==> config.mk <==
export PLATFORM = sky130hd
export DESIGN_NAME = uart_fifo_status
export DESIGN_NICKNAME = d
export VERILOG_FILES = /design/src/rtl/uart_stat_pkg.sv /design/src/rtl/ufs_fifo.sv /design/src/rtl/ufs_sticky.sv /design/src/rtl/ufs_regs.sv /design/src/rtl/uart_fifo_status.sv
export SDC_FILE = /design/constraint.sdc
export NUM_CORES = 1
export LEC_CHECK = 0
export ABC_AREA = 1
export BUFFER_PORTS_ARGS = -buffer_cell sky130_fd_sc_hd__buf_2
export CORE_MARGIN = 10
export CORE_UTILIZATION = 46
export CTS_CLUSTER_DIAMETER = 100
export DETAILED_ROUTE_END_ITERATION = 7
export HOLD_SLACK_MARGIN = 0.03
export SLEW_MARGIN = 30
export SYNTH_ARGS = -nofsm -noshare
export SYNTH_HDL_FRONTEND = slang
export SYNTH_SLANG_ARGS = --single-unit
==> constraint.sdc <==
create_clock -name clk -period 2.88 [get_ports clk]
set_clock_uncertainty 0.05 [all_clocks]
set_input_delay 0.144 -clock clk [delete_from_list [all_inputs] [get_ports clk]]
set_output_delay 0.144 -clock clk [all_outputs]
set_load 0.02 [all_outputs]
==> src/rtl/uart_stat_pkg.sv <==
package uart_stat_pkg;
  localparam int BYTE_W  = 8;
  localparam int FIELD_W = 6;
  localparam int WORD_W  = 32;
  localparam int LSR_W   = 10;

  localparam int VS_TX_IDLE = 0;
  localparam int VS_RX_IDLE = 1;
  localparam int VS_UNDER   = 2;
  localparam int VS_OVER    = 3;
  localparam int VS_RXCNT   = 16;
  localparam int VS_TXCNT   = 24;

  localparam int LS_RDY     = 0;
  localparam int LS_THR_MT  = 5;
  localparam int LS_SHF_MT  = 6;
  localparam int LS_TX_FULL = 8;
  localparam int LS_RX_MT   = 9;

  typedef enum logic {
    SEL_VSTAT = 1'b0,
    SEL_LSTAT = 1'b1
  } reg_sel_e;

  typedef struct packed {
    logic over;
    logic under;
  } sticky_t;
endpackage

==> src/rtl/ufs_fifo.sv <==
module ufs_fifo #(
  parameter int DEPTH  = 32,
  parameter int DATA_W = 8,
  localparam int AW    = $clog2(DEPTH),
  localparam int CW    = $clog2(DEPTH + 1)
) (
  input  logic              clk,
  input  logic              rst,
  input  logic              push,
  input  logic [DATA_W-1:0] push_data,
  input  logic              pop,
  output logic [DATA_W-1:0] pop_data,
  output logic [CW-1:0]     count,
  output logic              empty,
  output logic              full
);
  logic [DATA_W-1:0] mem [DEPTH];
  logic [AW-1:0]     wptr, rptr;
  logic              push_ok, pop_ok;

  assign empty   = (count == '0);
  assign full    = (count == CW'(DEPTH));
  assign push_ok = push && !full;
  assign pop_ok  = pop && !empty;

  always_ff @(posedge clk) begin
    if (push_ok) mem[wptr] <= push_data;
  end

  always_ff @(posedge clk) begin
    if (rst) begin
      pop_data <= '0;
    end else if (pop_ok) begin
      pop_data <= mem[rptr];
    end else if (pop) begin
      pop_data <= '0;
    end
  end

  always_ff @(posedge clk) begin
    if (rst) begin
      wptr  <= '0;
      rptr  <= '0;
      count <= '0;
    end else begin
      if (push_ok) wptr <= wptr + AW'(1);
      if (pop_ok)  rptr <= rptr + AW'(1);
      case ({push_ok, pop_ok})
        2'b10:   count <= count + CW'(1);
        2'b01:   count <= count - CW'(1);
        default: count <= count;
      endcase
    end
  end

  assert_count_bound_R4: assert property (@(posedge clk) disable iff (rst)
    count <= CW'(DEPTH));

  assert_full_drop_R4: assert property (@(posedge clk) disable iff (rst)
    (push && full && !pop) |=> (count == $past(count)));

  assert_empty_stays_R5: assert property (@(posedge clk) disable iff (rst)
    (pop && empty && !push) |=> (count == '0));

  assert_step_one_R3: assert property (@(posedge clk) disable iff (rst)
    (push == pop) && !full && !empty |=> (count == $past(count)));
endmodule

==> src/rtl/ufs_sticky.sv <==
module ufs_sticky #(
  parameter int N = 2
) (
  input  logic         clk,
  input  logic         rst,
  input  logic [N-1:0] evt,
  input  logic         clr,
  output logic [N-1:0] flags
);
  for (genvar i = 0; i < N; i++) begin : g_flag
    always_ff @(posedge clk) begin
      if (rst) flags[i] <= 1'b0;
      else     flags[i] <= (flags[i] && !clr) || evt[i];
    end

    assert_event_kept_R9: assert property (@(posedge clk) disable iff (rst)
      evt[i] |=> flags[i]);

    assert_hold_R6: assert property (@(posedge clk) disable iff (rst)
      (flags[i] && !clr) |=> flags[i]);

    assert_clear_R8: assert property (@(posedge clk) disable iff (rst)
      (clr && !evt[i]) |=> !flags[i]);
  end
endmodule

==> src/rtl/ufs_regs.sv <==
module ufs_regs
  import uart_stat_pkg::*;
#(
  parameter int CW = 6
) (
  input  logic                clk,
  input  logic                rst,
  input  logic                reg_rd,
  input  logic                reg_sel,
  input  logic [CW-1:0]       tx_count,
  input  logic [CW-1:0]       rx_count,
  input  logic                tx_empty,
  input  logic                tx_full,
  input  logic                rx_empty,
  input  logic                tx_busy,
  input  logic                rx_busy,
  input  sticky_t             sticky,
  output logic                clr_sticky,
  output logic [WORD_W-1:0]   reg_rdata,
  output logic [LSR_W-1:0]    line_status
);
  logic [WORD_W-1:0] vs_word, ls_word;

  assign clr_sticky = reg_rd && (reg_sel_e'(reg_sel) == SEL_VSTAT);

  always_comb begin
    vs_word = '0;
    vs_word[VS_TX_IDLE] = tx_empty && !tx_busy;
    vs_word[VS_RX_IDLE] = rx_empty && !rx_busy;
    vs_word[VS_UNDER]   = sticky.under;
    vs_word[VS_OVER]    = sticky.over;
    vs_word[VS_RXCNT +: FIELD_W] = FIELD_W'(rx_count);
    vs_word[VS_TXCNT +: FIELD_W] = FIELD_W'(tx_count);
  end

  always_comb begin
    ls_word = '0;
    ls_word[LS_RDY]     = !rx_empty;
    ls_word[LS_THR_MT]  = tx_empty;
    ls_word[LS_SHF_MT]  = tx_empty && !tx_busy;
    ls_word[LS_TX_FULL] = tx_full;
    ls_word[LS_RX_MT]   = rx_empty;
  end

  always_ff @(posedge clk) begin
    if (rst) begin
      reg_rdata   <= '0;
      line_status <= '0;
    end else begin
      line_status <= ls_word[LSR_W-1:0];
      if (reg_rd) reg_rdata <= (reg_sel_e'(reg_sel) == SEL_VSTAT) ? vs_word : ls_word;
    end
  end

  assert_read_before_clear_R8: assert property (@(posedge clk) disable iff (rst)
    (reg_rd && !reg_sel) |=> (reg_rdata[VS_OVER:VS_UNDER] == $past({sticky.over, sticky.under})));

  assert_lstat_no_clear_R12: assert property (@(posedge clk) disable iff (rst)
    (reg_rd && reg_sel) |-> !clr_sticky);
endmodule

==> src/rtl/uart_fifo_status.sv <==
module uart_fifo_status
  import uart_stat_pkg::*;
#(
  parameter int DEPTH = 32
) (
  input  logic              clk,
  input  logic              rst,
  input  logic              cpu_tx_wr,
  input  logic [7:0]        cpu_tx_data,
  input  logic              ser_tx_pop,
  output logic [7:0]        ser_tx_data,
  input  logic              ser_tx_busy,
  input  logic              ser_rx_push,
  input  logic [7:0]        ser_rx_data,
  input  logic              ser_rx_busy,
  input  logic              cpu_rx_rd,
  output logic [7:0]        cpu_rx_data,
  input  logic              reg_rd,
  input  logic              reg_sel,
  output logic [31:0]       reg_rdata,
  output logic [9:0]        line_status
);
  localparam int CW = $clog2(DEPTH + 1);

  logic [CW-1:0] tx_count, rx_count;
  logic          tx_empty, tx_full, rx_empty, rx_full;
  logic          clr_sticky;
  logic [1:0]    flag_vec;
  sticky_t       sticky;

  ufs_fifo #(.DEPTH(DEPTH), .DATA_W(BYTE_W)) u_txq (
    .clk(clk), .rst(rst),
    .push(cpu_tx_wr), .push_data(cpu_tx_data),
    .pop(ser_tx_pop), .pop_data(ser_tx_data),
    .count(tx_count), .empty(tx_empty), .full(tx_full)
  );

  ufs_fifo #(.DEPTH(DEPTH), .DATA_W(BYTE_W)) u_rxq (
    .clk(clk), .rst(rst),
    .push(ser_rx_push), .push_data(ser_rx_data),
    .pop(cpu_rx_rd), .pop_data(cpu_rx_data),
    .count(rx_count), .empty(rx_empty), .full(rx_full)
  );

  ufs_sticky #(.N(2)) u_sticky (
    .clk(clk), .rst(rst),
    .evt({cpu_tx_wr && tx_full, cpu_rx_rd && rx_empty}),
    .clr(clr_sticky),
    .flags(flag_vec)
  );

  assign sticky = sticky_t'(flag_vec);

  ufs_regs #(.CW(CW)) u_regs (
    .clk(clk), .rst(rst),
    .reg_rd(reg_rd), .reg_sel(reg_sel),
    .tx_count(tx_count), .rx_count(rx_count),
    .tx_empty(tx_empty), .tx_full(tx_full), .rx_empty(rx_empty),
    .tx_busy(ser_tx_busy), .rx_busy(ser_rx_busy),
    .sticky(sticky), .clr_sticky(clr_sticky),
    .reg_rdata(reg_rdata), .line_status(line_status)
  );

  assert_underrun_R6: assert property (@(posedge clk) disable iff (rst)
    (cpu_rx_rd && rx_empty) |=> sticky.under);

  assert_overrun_R7: assert property (@(posedge clk) disable iff (rst)
    (cpu_tx_wr && tx_full) |=> sticky.over);

  assert_rx_not_overfill_R4: assert property (@(posedge clk) disable iff (rst)
    (ser_rx_push && rx_full && !cpu_rx_rd) |=> rx_full);
endmodule

==> impl_metrics.tcl, run 1 <==
set metrics [dict create \
    outcome "completed" \
    drtIter0Drc 1330 \
    grt_pass1_wl_um 90100 \
    cp-start-kind "flip-flop" \
    min_period_ns 2.68 \
    drv_cap 0 \
    crit_path_end_kind "flip-flop" \
    std_cell_rows 84 \
    core-area_sq_um 52700 \
    cts_tree "yes" \
    syn_inst 2111 \
    fill_cells 4523 \
    dieArea_sq_um 62900 \
    dp.cells 2812 \
    root_buffer "clkbuf_16" \
    ios 84 \
    viasPerCell 5.41 \
    start_util 0.465 \
    required_ns 3.35 \
    avgSynthCellArea_sq_um 11.6 \
    register_area_sq_um 17100 \
    diodes 0 \
    setup_violations 0 \
    insertion_delay_ns 0.63 \
    synth_cell_type_count 36 \
    path_clk_slew_ns 0.06 \
    grt_max_degree 129 \
    drt_pass1_iterations 5 \
    numCtsBuffers 61 \
    nets 2238 \
    drive_gt1_frac 0.114 \
    finalWirelength_um 58000 \
    yosys_warnings 0 \
    critical_path_class "reg -> reg" \
    numPortBuffers 66 \
    clockBufferDepth 3 \
    powerDensity_nw_per_um2 834 \
    arrival_ns 3.15 \
    placed_cell_area_sq_um 25600 \
    synth_area_sq_um 24500 \
    crit_fanout 5 \
    synth.yosys.seq_area_share 0.697 \
    finalNonFillerCells 2934 \
    cts.sink_count 597 \
    die_h_um 251 \
    vias 15900 \
    fin_setup_tns_ns 0 \
    grt_pass1_vias 15500 \
    syn2layout_area_growth_pct 13.3 \
    htree_levels 2 \
    final_area_sq_um 27700 \
    post-cts-setup-buffers 0 \
    avgRoutedWirePerCell_um 19.8 \
    maxSlewViolCount 0 \
    max_freq_mhz 373 \
    worstMarginPinSlew_ns 0.781 \
    gp_congestion 0.983 \
    antenna_left 0 \
    synth.ff_latch_count 597 \
    p_leak_nw 9.76 \
    grt_overflow_total 0 \
    timing.slew.headroom 0.479 \
    vdd_drop_max_mv 0.539 \
    dp_hpwl_um 35900 \
    fp.dieW_um 251 \
    multi_input_area_sq_um 6000 \
    grt_antenna_before_repair 0 \
    grt_usage 0.180 \
    post-route-period-util 0.930 \
    hp-class "in -> reg" \
    route.detailed.drc 0 \
    hold_violations 0 \
    post-route-util 0.527 \
]
## kinds of logic (layout without fill, tap and decap cells)
group	count (synthesis)	count (layout)	synth area share
AO/OA/AOI/OAI	484	484	0.113
XOR/XNOR	16	16	0.00572
flip-flops	597	597	0.697
buffers and inverters	329	448	0.0610
adder cells (fa/ha/maj)	15	15	0.00766
AND/OR/NAND/NOR	669	669	0.116
other	1	17	0.000153
## registers in the layout (all words and copies together), names as in the netlist, named ones only
| signal | flops |
|---|---|
| u_rxq.count | 6 |
| u_regs.line_status | 5 |
| u_txq.mem | 256 |
| u_sticky.flags | 2 |
| u_txq.pop_data | 8 |
| u_rxq.rptr | 5 |
| u_regs.reg_rdata | 20 |
| u_rxq.mem | 256 |
| u_rxq.pop_data | 8 |
| u_txq.count | 6 |
| u_txq.wptr | 5 |
| u_txq.rptr | 5 |
| u_rxq.wptr | 5 |
## report_power, final
group / internal (mW) / switching (mW) / total [mW]
Combinational: 1.66 / 3.51 / 5.17
Clock: 4.57 / 3.24 / 7.81
Sequential: 9.74 / 0.417 / 10.2
Total: 16.0 / 7.16 / 23.1
## worst paths after layout
kind                                                  start  cells past startpoint                     endpoint  slack (ns)
worst max-delay path            u_txq.count[1]$_SDFFE_PP0P_                     17  u_txq.count[4]$_SDFFE_PP0P_        0.20
worst min-delay path                         cpu_tx_data[6]                      1   u_txq.mem[13][6]$_DFFE_PP_        0.07
worst max register to register  u_txq.count[1]$_SDFFE_PP0P_                     17  u_txq.count[4]$_SDFFE_PP0P_        0.20
worst min register to register   u_txq.rptr[4]$_SDFFE_PP0N_                      1   u_txq.rptr[4]$_SDFFE_PP0N_        0.39
## worst max-delay path, cell delays in order (launching register included)
cell      delay, ns
dfxtp_2        0.35
inv_1          0.08
nand4_1        0.16
nor2_1         0.17
nand2_2        0.13
nand2_2        0.12
inv_2          0.04
ha_1           0.21
xnor2_2        0.16
inv_1          0.09
ha_1           0.21
inv_1          0.07
nand2_1        0.08
a21boi_0       0.18
o21ai_0        0.13
xnor2_1        0.15
o21ai_0        0.15
inv_1          0.05
## area by class of cell
class                           count  area share
Clock buffer                       83      0.0629
Multi-Input combinational cell   1201       0.216
Sequential cell                   597       0.616
Clock inverter                     29     0.00907
Tap cell                          688      0.0310
Inverter                          187      0.0254
Timing Repair Buffer              149      0.0393
## per-stage QoR
| step | total power, mW | hold WS, ns | worst slack, ns |
|---|---|---|---|
| 6_report | 23.1 | 0.0663 | 0.202 |
| 5_1_grt | 24.3 | 0.0771 | -0.0388 |
| 4_1_cts | 23.3 | 0.0620 | 0.150 |
| 3_5_place_dp | 15.5 | 0.281 | 0.173 |
| 3_3_place_gp | 15.4 | 0.283 | 0.203 |
| 2_1_floorplan | 13.8 | 0.173 | 0.325 |
## per-layer routing
layer,global-route usage,vias to the layer above,share of wire,wire length [um]
met5,0,-,0,0
met4,0.0589,0,0.026,1520
met3,0.0259,90,0.049,2840
met2,0.313,415,0.50,29300
met1,0.227,7736,0.42,24400
li1,-,7628,-,-
## repair_timing
| action | CTS | global route |
|---|---|---|
| setup endpoints to repair | 0 | 2 |
| gates resized for setup | 0 | 6 |
| endpoints found under the hold margin | 51 | 0 |
| hold buffers | 10 | 0 |
## placed cells by master (no fill, tap or decap), types with 4 or more instances in the layout
master           n
o21ai_1         34
bufinv_16        4
inv_4            4
nand2_1        138
clkinv_2        11
clkbuf_16       64
dfxtp_1         79
ha_1            15
buf_4           64
a21oi_1        123
o21ai_0        195
nand3_1        217
nand2_2          5
inv_1          179
conb_1          17
clkbuf_1        11
edfxtp_1       512
clkbuf_8         7
o211ai_1       128
nor3_1           8
inv_2            6
nor2_1         291
clkinv_1        10
buf_2           66
dlygate4sd3_1   10
xor2_1           7
xnor2_1          8
buf_12           9
## synthesized netlist by cell type (all sizes together)
library cell | instances | share of area
nand4 | 3 | 0.00077
clkinv | 1 | 0.00015
nand3 | 218 | 0.045
and3 | 1 | 0.00026
or2 | 1 | 0.00026
nor3 | 9 | 0.0018
nor2 | 293 | 0.045
a21boi | 1 | 0.00031
clkbuf | 61 | 0.0094
conb | 1 | 0.00015
buf | 81 | 0.023
o31ai | 2 | 0.00061
inv | 186 | 0.029
xor2 | 7 | 0.0025
nand2 | 143 | 0.022
dfxtp | 85 | 0.069
xnor2 | 9 | 0.0032
edfxtp | 512 | 0.63
ha | 15 | 0.0077
o21ai | 229 | 0.047
a21oi | 123 | 0.025
nor3b | 1 | 0.00031
o211ai | 128 | 0.039
o21bai | 1 | 0.00046
(Power assumes the default switching activity.)
==> run 2, diff against run 1 <==
--- a/config.mk
+++ b/config.mk
@@ -8,10 +8,13 @@
 export ABC_AREA = 1
 export BUFFER_PORTS_ARGS = -buffer_cell sky130_fd_sc_hd__buf_2
 export CORE_MARGIN = 10
-export CORE_UTILIZATION = 46
+export CORE_UTILIZATION = 50
+export CTS_BUF_LIST = sky130_fd_sc_hd__clkbuf_2 sky130_fd_sc_hd__clkbuf_4 sky130_fd_sc_hd__clkbuf_8
 export CTS_CLUSTER_DIAMETER = 100
 export DETAILED_ROUTE_END_ITERATION = 7
 export HOLD_SLACK_MARGIN = 0.03
+export PLACE_DENSITY = 0.66
+export REMOVE_ABC_BUFFERS = 1
 export SLEW_MARGIN = 30
 export SYNTH_ARGS = -nofsm -noshare
 export SYNTH_HDL_FRONTEND = slang
==> impl_metrics.tcl, run 2 (same netlist as run 1, synthesis figures left out) <==
set metrics [dict create \
    outcome "completed" \
    cp-start-kind "flip-flop" \
    crit_path_end_kind "flip-flop" \
    diodes 0 \
    start_util 0.503 \
    grt_overflow_total 0 \
    critPathSlowestCell "dfxtp_1" \
    hold_violations 0 \
    nets 2270 \
    p_sw_mw 6.99 \
    maxSlewViolCount 0 \
    worstMarginPinSlew_ns 0.979 \
    post-route-period-util 0.930 \
    finalWirelength_um 57000 \
    max_freq_mhz 373 \
    final_cell_mix "512 x edfxtp_1, 291 x nor2_1, 217 x nand3_1, 195 x o21ai_0, 178 x inv_1" \
    numCtsBuffers 96 \
    crit_chain "inv_2 -> nand4_1 -> nor2_1 -> nand2_2 -> nand2_2 -> inv_2 -> ha_1 -> xnor2_1 -> inv_1 -> ha_1 -> inv_1 -> nand2_1 -> a21boi_0 -> o21ai_0 -> xnor2_1 -> o21ai_0 -> inv_1" \
    r2r_end "u_txq.count[4]$_SDFFE_PP0P_" \
    cts.sink_count 597 \
    crit_path_max_incr_delay_ns 0.36 \
    cp_top_family "simple AND/OR/NAND/NOR gates" \
    final_area_sq_um 27700 \
    route.detailed.drc 0 \
    cts_tree "yes" \
    hp-class "in -> reg" \
    dieArea_sq_um 58200 \
    dp_hpwl_um 34400 \
    antenna_left 0 \
    grt_pass1_vias 15800 \
    min_to "u_rxq.mem[25][2]$_DFFE_PP_" \
    grt_usage 0.195 \
    timing.critical_path.mode_cell "inv_1" \
    setup_slack_ns 0.201 \
    power_frac_seq 0.448 \
    numPortBuffers 66 \
    pwr-share-clk 0.329 \
    viasPerCell 5.55 \
    whs_path_depth 1 \
    finalNonFillerCells 2931 \
    crit_fanout 5 \
    pwr-share-comb 0.223 \
    post-cts-setup-buffers 0 \
    arrival_ns 3.18 \
    min_period_ns 2.68 \
    setup_violations 0 \
    drt_pass1_iterations 6 \
    drive_gt1_frac 0.134 \
    p_leak_nw 9.81 \
    r2r_slack_ns 0.20 \
    std_cell_rows 81 \
    die_h_um 241 \
    dp_slack_ns 0.171 \
    grt_max_degree 129 \
    biggestRegsByFlops "u_rxq.mem (256), u_txq.mem (256), u_regs.reg_rdata (20)" \
    critical_path_class "reg -> reg" \
    r2r_cells 17 \
    grt_pass1_wl_um 88600 \
    vdd_drop_max_mv 0.585 \
    grt_antenna_before_repair 0 \
    clockBufferDepth 3 \
    gp_congestion 0.899 \
    powerDensity_nw_per_um2 814 \
    fill_cells 4018 \
    fp.dieW_um 241 \
    path_clk_slew_ns 0.06 \
    ios 84 \
    required_ns 3.38 \
    dp.cells 2727 \
    total_power_mw 22.5 \
    p_sw_frac 0.311 \
    internal_power_mw 15.5 \
    vias 16300 \
    placed_cell_area_sq_um 25400 \
    root_buffer "clkbuf_8" \
    avgRoutedWirePerCell_um 19.4 \
    core-area_sq_um 48600 \
    syn2layout_area_growth_pct 12.9 \
    min_from "ser_rx_data[2]" \
    drtIter0Drc 1694 \
    reg2reg_from "u_txq.count[2]$_SDFFE_PP0P_" \
    fin_setup_tns_ns 0 \
    drv_cap 0 \
    final_common_cell "edfxtp_1" \
    htree_levels 3 \
    timing.slew.headroom 0.346 \
    insertion_delay_ns 0.66 \
    timing.critical_path.buf_inv 5 \
]
run 2: changes by cell type in the layout (fill, tap and decap cells not counted), sizes merged:
cell / change
clkbuf: +73
buf: -19
dlygate4sd3: +16
bufinv: -4
clkinv: -2
inv: -2
clkinvlp: +1
run 2: area by class of cell:
type                            count  area, sq um  area share
Tap cell                          622          778      0.0281
Sequential cell                   597        17100       0.618
Inverter                          187          704      0.0255
Timing Repair Buffer              146         1100      0.0396
Clock buffer                      156         1900      0.0686
Multi-Input combinational cell   1201         5990       0.217
Clock inverter                     22          105     0.00380
run 2: worst reg2reg max path, cell delays in order, from the launching register on:
cell and delay (ns):
dfxtp_1 0.36, inv_2 0.08, nand4_1 0.16, nor2_1 0.16, nand2_2 0.13, nand2_2 0.12, inv_2 0.05, ha_1 0.20
xnor2_1 0.21, inv_1 0.08, ha_1 0.19, inv_1 0.05, nand2_1 0.08, a21boi_0 0.20, o21ai_0 0.13, xnor2_1 0.14
o21ai_0 0.15, inv_1 0.05
run 2: per-stage QoR:
step | utilization | hold WS [ns]
floorplan | - | 0.163
global placement | 0.522 | 0.293
detailed placement | 0.522 | 0.287
CTS | 0.568 | 0.0300
global route | 0.569 | 0.0376
finish | 0.569 | 0.0488
run 2: worst max path at each step:
stage	from	end	depth (start not counted)
after global placement	u_txq.count[0]$_SDFFE_PP0P_	u_txq.count[4]$_SDFFE_PP0P_	16
after detailed placement	u_txq.count[0]$_SDFFE_PP0P_	u_txq.count[4]$_SDFFE_PP0P_	16
final	u_txq.count[2]$_SDFFE_PP0P_	u_txq.count[4]$_SDFFE_PP0P_	17
after global routing	u_txq.count[1]$_SDFFE_PP0P_	u_txq.count[4]$_SDFFE_PP0P_	17
after floorplan	flip-flop	u_txq.pop_data[0]$_SDFFE_PP0P_	6
after CTS	u_txq.count[0]$_SDFFE_PP0P_	u_txq.count[4]$_SDFFE_PP0P_	16
run 2: power by group through the flow:
stage               clock network [mW]  logic (mW)  registers, mW
global placement                     0        4.84           10.2
detailed placement                   0        4.95           10.3
global route                      7.94        5.58           10.1
finish                            7.41        5.03           10.1
floorplan                            0        2.74           10.8
CTS                               7.53        5.00           10.1
run 2: routing by layer:
| metal | GRT usage | up-vias | routed length [um] |
|---|---|---|---|
| met4 | 0.0699 | 0 | 1630 |
| met2 | 0.317 | 633 | 27200 |
| met1 | 0.260 | 7809 | 24400 |
| met5 | 0 | - | 0 |
| li1 | - | 7715 | - |
| met3 | 0.0355 | 121 | 3760 |
run 2: repair_timing:
action | CTS | global route
gates resized for setup | 0 | 4
hold buffers | 26 | 0
endpoints found under the setup margin | 0 | 1
hold endpoints to repair | 266 | 0
